<file path="config.mk">
export PLATFORM = sky130hd
export DESIGN_NAME = msgcap_snoop_buffer
export DESIGN_NICKNAME = d
export VERILOG_FILES = /design/src/rtl/msgcap_pkg.sv /design/src/rtl/msgcap_strobe_sync.sv /design/src/rtl/msgcap_ring.sv /design/src/rtl/msgcap_seq.sv /design/src/rtl/msgcap_snoop_buffer.sv
export SDC_FILE = /design/constraint.sdc
export NUM_CORES = 2
export LEC_CHECK = 0
export BUFFER_PORTS_ARGS = -buffer_cell sky130_fd_sc_hd__clkbuf_2
export CAP_MARGIN = 20
export CORE_MARGIN = 5
export CORE_UTILIZATION = 40
export DETAILED_ROUTE_END_ITERATION = 10
export SYNTH_ARGS = -nofsm -noshare
export SYNTH_HDL_FRONTEND = slang
export SYNTH_SLANG_ARGS = --single-unit
export TNS_END_PERCENT = 50
</file>
<file path="constraint.sdc">
create_clock -name clk -period 7.78 [get_ports clk]
set_input_delay 1.167 -clock clk [delete_from_list [all_inputs] [get_ports clk]]
set_output_delay 1.167 -clock clk [all_outputs]
set_load 0.02 [all_outputs]
</file>
<file path="src/rtl/msgcap_pkg.sv">
package msgcap_pkg;

    typedef enum logic [3:0] {
        ST_IDLE,
        ST_WB_ACQ,
        ST_WB_WRITE,
        ST_IN_ACQ,
        ST_IN_READ,
        ST_IN_LATCH,
        ST_IN_WRITE,
        ST_RELEASE
    } seq_state_e;

    localparam int WB_OFFSET  = 1;  // output index sits one below base
    localparam int IN_OFFSET  = 2;  // input index sits two below base

endpackage

</file>
<file path="src/rtl/msgcap_strobe_sync.sv">
module msgcap_strobe_sync #(
    parameter int DATA_W      = 8,
    parameter int SYNC_STAGES = 2
) (
    input  logic              clk,
    input  logic              rst_n,
    input  logic              strobe_n,
    input  logic [DATA_W-1:0] data_in,
    output logic              cap_pulse,
    output logic [DATA_W-1:0] cap_data
);
    localparam int LAST = SYNC_STAGES - 1;

    logic [SYNC_STAGES-1:0]             sync_q;
    logic [SYNC_STAGES-1:0][DATA_W-1:0] data_q;
    logic                               prev_q;

    always_ff @(posedge clk or negedge rst_n) begin
        if (!rst_n) begin
            sync_q <= '1;
            prev_q <= 1'b1;
        end else begin
            sync_q <= {sync_q[SYNC_STAGES-2:0], strobe_n};
            prev_q <= sync_q[LAST];
        end
    end

    // data travels alongside the strobe so the captured value lines up
    always_ff @(posedge clk or negedge rst_n) begin
        if (!rst_n) begin
            data_q <= '0;
        end else begin
            data_q[0] <= data_in;
            for (int i = 1; i < SYNC_STAGES; i++) begin
                data_q[i] <= data_q[i-1];
            end
        end
    end

    assign cap_pulse = prev_q & ~sync_q[LAST];
    assign cap_data  = data_q[LAST];

endmodule

</file>
<file path="src/rtl/msgcap_ring.sv">
module msgcap_ring #(
    parameter int DATA_W     = 8,
    parameter int DEPTH_LOG2 = 8
) (
    input  logic                  clk,
    input  logic                  rst_n,
    input  logic                  cap_pulse,
    input  logic [DATA_W-1:0]     cap_data,
    input  logic                  pop_take,
    output logic                  empty,
    output logic [DATA_W-1:0]     head_data,
    output logic [DEPTH_LOG2-1:0] rd_idx,
    output logic                  overflow
);
    localparam int DEPTH = 1 << DEPTH_LOG2;
    localparam logic [DEPTH_LOG2-1:0] FILL_LIMIT = DEPTH_LOG2'(DEPTH - 1);

    logic [DATA_W-1:0]     store [DEPTH];
    logic [DEPTH_LOG2-1:0] wr_q;
    logic [DEPTH_LOG2-1:0] rd_q;
    logic [DEPTH_LOG2-1:0] fill;
    logic                  ovf_q;

    assign fill = wr_q - rd_q;

    always_ff @(posedge clk) begin
        if (cap_pulse) begin
            store[wr_q] <= cap_data;
        end
    end

    always_ff @(posedge clk or negedge rst_n) begin
        if (!rst_n) begin
            wr_q  <= '0;
            ovf_q <= 1'b0;
        end else if (cap_pulse) begin
            wr_q <= wr_q + 1'b1;
            if (fill == FILL_LIMIT) begin
                ovf_q <= 1'b1;
            end
        end
    end

    always_ff @(posedge clk or negedge rst_n) begin
        if (!rst_n) begin
            rd_q <= '0;
        end else if (pop_take) begin
            rd_q <= rd_q + 1'b1;
        end
    end

    assign empty     = (wr_q == rd_q);
    assign head_data = store[rd_q];
    assign rd_idx    = rd_q;
    assign overflow  = ovf_q;

endmodule

</file>
<file path="src/rtl/msgcap_seq.sv">
module msgcap_seq
    import msgcap_pkg::*;
#(
    parameter int ADDR_W = 16,
    parameter int DATA_W = 8
) (
    input  logic              clk,
    input  logic              rst_n,
    input  logic              start_wb,
    input  logic              start_init,
    input  logic [ADDR_W-1:0] init_base,
    input  logic [DATA_W-1:0] wb_value,
    input  logic              bus_ack,
    input  logic [DATA_W-1:0] mem_rdata,
    output logic              bus_req,
    output logic [ADDR_W-1:0] mem_addr,
    output logic              mem_we,
    output logic              mem_re,
    output logic [DATA_W-1:0] mem_wdata,
    output logic              busy,
    output logic [ADDR_W-1:0] base_q
);
    localparam logic [ADDR_W-1:0] OFS_OUT = ADDR_W'(WB_OFFSET);
    localparam logic [ADDR_W-1:0] OFS_IN  = ADDR_W'(IN_OFFSET);

    seq_state_e        state_q, state_d;
    logic [ADDR_W-1:0] pend_base_q;
    logic [DATA_W-1:0] idx_q;

    // state register
    always_ff @(posedge clk or negedge rst_n) begin
        if (!rst_n) state_q <= ST_IDLE;
        else        state_q <= state_d;
    end

    // next state
    always_comb begin
        state_d = state_q;
        unique case (state_q)
            ST_IDLE: begin
                if (start_init)    state_d = ST_IN_ACQ;
                else if (start_wb) state_d = ST_WB_ACQ;
            end
            ST_WB_ACQ:   if (bus_ack) state_d = ST_WB_WRITE;
            ST_WB_WRITE: if (bus_ack) state_d = ST_RELEASE;
            ST_IN_ACQ:   if (bus_ack) state_d = ST_IN_READ;
            ST_IN_READ:  if (bus_ack) state_d = ST_IN_LATCH;
            ST_IN_LATCH: state_d = ST_IN_WRITE;
            ST_IN_WRITE: if (bus_ack) state_d = ST_RELEASE;
            ST_RELEASE:  if (!bus_ack) state_d = ST_IDLE;
            default:     state_d = ST_IDLE;
        endcase
    end

    // datapath registers
    always_ff @(posedge clk or negedge rst_n) begin
        if (!rst_n) begin
            pend_base_q <= '0;
            idx_q       <= '0;
            base_q      <= '0;
        end else begin
            if (state_q == ST_IDLE && start_init) begin
                pend_base_q <= init_base;
            end
            if (state_q == ST_IN_LATCH) begin
                idx_q <= mem_rdata;
            end
            if (state_q == ST_IN_WRITE && bus_ack) begin
                base_q <= pend_base_q;
            end
        end
    end

    // outputs
    always_comb begin
        bus_req   = 1'b0;
        mem_we    = 1'b0;
        mem_re    = 1'b0;
        mem_addr  = '0;
        mem_wdata = '0;
        unique case (state_q)
            ST_IDLE, ST_RELEASE: begin
                bus_req = 1'b0;
            end
            ST_WB_ACQ, ST_IN_ACQ, ST_IN_LATCH: begin
                bus_req = 1'b1;
            end
            ST_WB_WRITE: begin
                bus_req   = 1'b1;
                mem_we    = bus_ack;
                mem_addr  = base_q - OFS_OUT;
                mem_wdata = wb_value;
            end
            ST_IN_READ: begin
                bus_req  = 1'b1;
                mem_re   = bus_ack;
                mem_addr = pend_base_q - OFS_IN;
            end
            ST_IN_WRITE: begin
                bus_req   = 1'b1;
                mem_we    = bus_ack;
                mem_addr  = pend_base_q - OFS_OUT;
                mem_wdata = idx_q;
            end
            default: bus_req = 1'b0;
        endcase
    end

    assign busy = (state_q != ST_IDLE);

endmodule

</file>
<file path="src/rtl/msgcap_snoop_buffer.sv">
module msgcap_snoop_buffer #(
    parameter int DATA_W      = 8,
    parameter int DEPTH_LOG2  = 8,
    parameter int ADDR_W      = 16,
    parameter int SYNC_STAGES = 2
) (
    input  logic              clk,
    input  logic              rst_n,
    input  logic              strobe_n,
    input  logic [DATA_W-1:0] snoop_data,
    input  logic              pop_req,
    output logic              pop_valid,
    output logic [DATA_W-1:0] pop_data,
    input  logic              init_req,
    input  logic [ADDR_W-1:0] init_base,
    output logic              overflow,
    output logic              busy,
    output logic              bus_req,
    input  logic              bus_ack,
    output logic [ADDR_W-1:0] mem_addr,
    output logic              mem_we,
    output logic              mem_re,
    output logic [DATA_W-1:0] mem_wdata,
    input  logic [DATA_W-1:0] mem_rdata
);
    logic                  cap_pulse;
    logic [DATA_W-1:0]     cap_data;
    logic                  empty;
    logic [DATA_W-1:0]     head_data;
    logic [DEPTH_LOG2-1:0] rd_idx;
    logic [DEPTH_LOG2-1:0] rd_next;
    logic                  pop_take;
    logic                  start_init;
    logic                  start_wb;
    logic [ADDR_W-1:0]     base_q;
    logic                  seq_busy;

    msgcap_strobe_sync #(
        .DATA_W      (DATA_W),
        .SYNC_STAGES (SYNC_STAGES)
    ) u_sync (
        .clk       (clk),
        .rst_n     (rst_n),
        .strobe_n  (strobe_n),
        .data_in   (snoop_data),
        .cap_pulse (cap_pulse),
        .cap_data  (cap_data)
    );

    msgcap_ring #(
        .DATA_W     (DATA_W),
        .DEPTH_LOG2 (DEPTH_LOG2)
    ) u_ring (
        .clk       (clk),
        .rst_n     (rst_n),
        .cap_pulse (cap_pulse),
        .cap_data  (cap_data),
        .pop_take  (pop_take),
        .empty     (empty),
        .head_data (head_data),
        .rd_idx    (rd_idx),
        .overflow  (overflow)
    );

    assign start_init = init_req & ~seq_busy;
    assign pop_take   = pop_req & ~seq_busy & ~init_req & ~empty;
    assign start_wb   = pop_take & (base_q != '0);
    assign rd_next    = rd_idx;

    msgcap_seq #(
        .ADDR_W (ADDR_W),
        .DATA_W (DATA_W)
    ) u_seq (
        .clk        (clk),
        .rst_n      (rst_n),
        .start_wb   (start_wb),
        .start_init (start_init),
        .init_base  (init_base),
        .wb_value   (DATA_W'(rd_next)),
        .bus_ack    (bus_ack),
        .mem_rdata  (mem_rdata),
        .bus_req    (bus_req),
        .mem_addr   (mem_addr),
        .mem_we     (mem_we),
        .mem_re     (mem_re),
        .mem_wdata  (mem_wdata),
        .busy       (seq_busy),
        .base_q     (base_q)
    );

    always_ff @(posedge clk or negedge rst_n) begin
        if (!rst_n) begin
            pop_valid <= 1'b0;
            pop_data  <= '0;
        end else begin
            pop_valid <= pop_take;
            if (pop_take) begin
                pop_data <= head_data;
            end
        end
    end

    assign busy = seq_busy;

endmodule

</file>
Word level (Yosys, flattened, before mapping)
Memory sizes are Yosys's and may differ from the RTL's. A register that Yosys moved wholly into a read port is not among the register bits.
Index checks and enable logic that the tools add are counted.
Storage, ports and cells
  logic and storage cells: 69
  memories kept: 1
  RAM bits: 2048
  flip-flop bits (word level): 81
  input bits: 38
Cells by class
  add/subtract/negate cells: 6
  equality and inequality tests: 15
  bitwise gates (word level): 10
  muxes and demuxes: 15
  reductions and logical operators: 10
Memories
  u_ring.store: depth 256, bits a word 8, read ports 1, clocked after memory_dff 1, wr ports 1, line msgcap_ring.sv:18  | logic [DATA_W-1:0] store [DEPTH];
Operator list (number)
  16-bit one-hot mux with 3 select lines: 1
  16-bit by 1-bit subtractor with 16-bit output (second input constant): 2
  4-bit 2-to-1 mux: 7
  4-bit one-hot mux with 7 select lines: 1
  8-bit by 1-bit adder with 8-bit output (second input constant): 2
  4-bit by 3-bit equality test with 1-bit output (second input constant): 4
  8-bit one-hot mux with 2 select lines: 1
  16-bit nonzero test: 1
  16-bit by 2-bit subtractor with 16-bit output (second input constant): 1
  4-bit by 2-bit equality test with 1-bit output (second input constant): 2
  8-bit equality test: 1
  8-bit equality test (second input constant): 1
  2-bit != test (second input constant): 4
  8-bit subtractor: 1
  1-bit bitwise AND: 6
  6-bit AND reduction: 1
  6-bit OR reduction: 1
  1-bit 2-to-1 mux: 5
  4-bit by 1-bit equality test with 1-bit output (second input constant): 1
  4-bit logical NOT: 1
  1-bit inverter: 4
  4-bit nonzero test: 1
  3-bit by 2-bit != test with 1-bit output (second input constant): 1
  1-bit logical AND: 2
  4 further kinds: 4

Logic depth before layout (Yosys ltp)
  depth in word-level cells: 9
  depth in mapped cells: 14
  depth with buffers taken out: 9

By module
From an unflattened synthesis, not the netlist that was laid out.
Second synthesis, totals
  cell total of the unflattened synthesis: 4212
  area total of the unflattened synthesis: 84439.7 µm²
Modules (own cells, without submodules)
  msgcap_ring: area an instance 80616.1 µm², cells each 3875, instances 1, sequential area each 61924.4 µm²
  msgcap_seq: area an instance 2885.3 µm², cells each 283, instances 1, sequential area each 1076.0 µm²
  msgcap_strobe_sync: area an instance 553.0 µm², cells each 28, instances 1, sequential area each 479.2 µm²
  msgcap_snoop_buffer: area an instance 385.4 µm², cells each 26, instances 1, sequential area each 225.2 µm²

Worst setup path before layout
Ideal clock, no wire load.
  path kind: reg-to-output
  start: reg u_seq.state_q[2]
  end: out mem_addr[14]
  path buffers: 3
  cell stages (with the launch flop): 12
  slack: 3.341 ns
  data required time: 6.613 ns
  arrival time: 3.272 ns
  cell sequence: dfrtp_1 -> buf_2 -> nand3b_1 -> clkbuf_1 -> clkbuf_1 -> mux2i_1 -> ha_1 -> or3b_1 -> or3b_1 -> nor2_1 -> xor2_1 -> o22ai_1
Between the ends
  longest elaborated chain between the ends: 2
  elaborated cells on any way between the ends: 4
  classes of those cells: 3 x eq/ne; 1 x mux
Ends and longest elaborated chain
  start: declaration: line msgcap_seq.sv:26  | seq_state_e state_q, state_d;
  start signal: assignment: line msgcap_seq.sv:33  | else state_q <= state_d;
  4-bit by 3-bit equality test with 1-bit output / 4-bit by 2-bit equality test with 1-bit output (equally long branches): line msgcap_seq.sv:81  | unique case (state_q)
  16-bit one-hot mux with 3 select lines (*): line msgcap_seq.sv:81
  end: declaration: line msgcap_snoop_buffer.sv:20  | output logic [ADDR_W-1:0] mem_addr,
Mark *: on every way between the ends. The rest lies on a longest branch, timed or not.

Worst setup path after layout
Ends and elaborated chain as after synthesis.

==> results.cfg <==
[outcome]
outcome = finished clean

[floorplanning]
die-area_mm2 = 0.220
die_width_um = 469
io-pin-count = 76
core_area_mm2 = 0.210
initial_utilization_pct = 40.2
die_h_um = 469
rows = 168

[drt]
vias_after_detailed_routing = 42338
detail_route.iter0.violations = 4677
route.antenna.remaining_nets = 0
firstDrtPassIters = 7
route.detailed.wl_per_inst_um = 30.1
avgViaCountPerCell = 5.80
post-route-drc-count = 0
finalWirelength_um = 220000

[logic_synthesis]
ys_async_sr_fraction_pct = 4.12
ys_dominant_reg_cell = edfxtp_1
synthesized_cell_area_mm2 = 0.0844
syn-num-nets = 4239
synth_seq_cells = 2136
synth_enable_flop_cells = 2048
ys_warn_count = 0
synth_seq_area_share_pct = 75.5
syn_avg_cell_area_um2 = 20.2
yosys.cell_types.count = 79
synthCells = 4186

[sta]
worstMarginPinSlew_ns = 1.27
setup_viol = 0
max_freq_mhz = 188
final_hold_viol_count = 0
fin_crit_sh_pct = 68.3
relSlewSlack_pct = 15.3
worst_hold_slack_ns = 0.347
setup-tns-final_ns = 0
fin_skew_ns = 0.0507
slew_violations = 0
final_critical_path_time_including_i_o_delays_and_setup_ns = 5.32
grt_setup_unrepaired = no

[clocking]
cts_buffers = 210
cts_htree_levels = 4
cts.path.max_buffers = 3
clk-insertion-delay-late_ns = 0.85
post_cts_resize_count = 0
path_clk_slew_ns = 0.06
clock_tree_root = clkbuf_16
post_cts_hold_fix_bufs = 0
tritoncts_clock_tree = done
post_cts_buffers = 0
cts_sinks = 2136

[hold_path]
hp-class = reg2reg

[power_and_ir_drop]
p_leak_nw = 30.3
p_comb_share_pct = 25.1
cell_internal_pwr_mw = 21.7
power.clock.fraction_pct = 32.0
power.sequential.fraction_pct = 42.9
powerDensity_mw_per_mm2 = 328
p_sw_mw = 9.31
overall_power_mw = 31.0
vdd_ir_drop_max_mv = 0.258
power.switching_fraction_pct = 30.0

[grt]
grt_antenna_before_repair = 3
gr-usage-all-layers_pct = 19.6
grt_pass1_vias = 42432
grt_max_degree = 205
grt.overflow.total = 0
global_route_wire_length_before_repair_um = 317000

[setup_path]
worst_path_dominant_cell_family = simple AND/OR/NAND/NOR gates
start_kind = register
cp_common_cell = or3b_1
timing.critical_path.required_ns = 6.61
critPathArrivalTime_ns = 4.15
crit_type = reg2out
cp_slowest_stage_delay_ns = 0.97
path_cells = nand3b_1, buf_4, a21oi_1, ha_1, or3b_1, or3b_1, nor2_1, xor2_1, o22ai_1, clkbuf_2
crit_slowest_cell = dfrtp_1
cp-end-kind = output port
timing.critical_path.fanout_max = 24
crit_buf_inv = 2

[final_layout]
post_layout_nonfiller_instances = 7299
drive_above_1_share_pct = 22.7
mostFrequentLayoutCell = edfxtp_1
flow.area_growth_from_synthesis_pct = 12.0
most_frequent_cells_in_the_layout = 2048 x edfxtp_1, 482 x mux4_2, 331 x nor2_1
finish.net_count = 4363

[placed_design]
gp_routability_congestion = 0.862
dp_cells = 6901
port_buffers = 75
dp_hpwl_um = 129000

[job]
max_cap_viol_count = 0
[state kept, by name (all words and copies together) (netlist names)]
signal             flops
u_sync.data_q          8
u_sync.prev_q          1
u_ring.store        2048
u_seq.base_q          16
u_ring.rd_idx          8
u_ring.wr_q            8
u_sync.sync_q          2
pop_valid              1
u_ring.overflow        1
pop_data               8
u_seq.pend_base_q     16
u_seq.idx_q            8
u_sync.cap_data        8
u_seq.state_q          3
[stage by stage]
step / utilization, % / setup WS, ns / cell area, µm²
2_1_floorplan: - / 3.34 / 84400
3_3_place_gp: 41.8 / 3.08 / 87700
3_5_place_dp: 41.8 / 3.09 / 87700
4_1_cts: 45.0 / 2.38 / 94400
5_1_grt: 45.0 / 2.22 / 94500
6_report: 45.0 / 2.46 / 94500
[layer usage]
| layer | part of all wire, % | global-route usage [%] |
|---|---|---|
| met1 | 41 | 27.4 |
| met2 | 48 | 30.9 |
| met3 | 7.3 | 3.75 |
| met4 | 3.9 | 7.39 |
| met5 | 0 | 0 |
[power groups by stage]
stage               Clock [mW]  Sequential (mW)  Combinational (mW)
finish                    9.92             13.3                7.77
floorplan                    0             13.3                5.66
CTS                       10.1             13.3                7.85
detailed placement           0             13.5                7.84
global route              10.6             13.3                8.22
global placement             0             13.5                7.82
[layout make-up]
cell class / count / area, µm²
fill: 17791 / 115000
tap: 2805 / 3510
inverter: 18 / 75.1
timing repair buffer: 171 / 1290
sequential: 2136 / 63800
multi-input combinational: 1773 / 19100
clock inverter: 125 / 1120
antenna: 3 / 7.51
clock buffer: 268 / 5580
[path summary, 6_finish.rpt]
kind / startpoint / end / slack (ns) / depth (start not counted)
max reg2reg: u_ring.rd_idx[1]$_DFFE_PN0P_ / pop_data[0]$_DFFE_PN0P_ / 2.91 / 8
min reg2reg: u_sync.data_q[0]$_DFF_PN0_ / u_sync.cap_data[0]$_DFF_PN0_ / 0.35 / 0
max: u_seq.state_q[2]$_DFFE_PN0P_ / mem_addr[14] / 2.46 / 10
min in group asynchronous: rst_n / u_sync.data_q[3]$_DFF_PN0_ / 0.38 / 1
max in group asynchronous: rst_n / u_ring.rd_idx[3]$_DFFE_PN0P_ / 6.07 / 2
min: u_sync.data_q[0]$_DFF_PN0_ / u_sync.cap_data[0]$_DFF_PN0_ / 0.35 / 0
[cell usage after synthesis (all sizes together) (5+ instances only)]
| library cell | instances | share of area [%] |
|---|---|---|
| xnor2 | 36 | 0.37 |
| nor2 | 333 | 1.5 |
| a31oi | 13 | 0.096 |
| a22oi | 15 | 0.13 |
| a2111oi | 12 | 0.15 |
| o22ai | 46 | 0.34 |
| nand3b | 6 | 0.053 |
| ha | 14 | 0.21 |
| mux2 | 40 | 0.53 |
| nor3 | 26 | 0.15 |
| inv | 16 | 0.071 |
| xor2 | 13 | 0.13 |
| o21ai | 52 | 0.31 |
| dfrtp | 85 | 2.5 |
| nor2b | 18 | 0.13 |
| and3 | 8 | 0.059 |
| nand2 | 165 | 0.73 |
| o221ai | 14 | 0.15 |
| nand3 | 52 | 0.31 |
| o211ai | 7 | 0.062 |
| mux2i | 231 | 2.7 |
| a211oi | 15 | 0.13 |
| a22o | 7 | 0.073 |
| edfxtp | 2048 | 73 |
| nand4 | 9 | 0.067 |
| o311ai | 6 | 0.062 |
| mux4 | 482 | 13 |
| nor4 | 10 | 0.074 |
| buf | 135 | 1.2 |
| nand2b | 5 | 0.037 |
| o31ai | 5 | 0.045 |
| clkbuf | 124 | 0.56 |
| a221oi | 25 | 0.26 |
| a21oi | 53 | 0.31 |
[logic make-up after synthesis]
family | after synthesis | share of synthesized area [%]
flops | 2136 | 75.5
mux | 753 | 16.1
simple gates | 653 | 3.29
compound gates | 303 | 2.48
buf+inv | 277 | 1.83
xor+xnor | 49 | 0.509
fa+ha+maj | 15 | 0.231
Power figures use the tool's default switching activity.
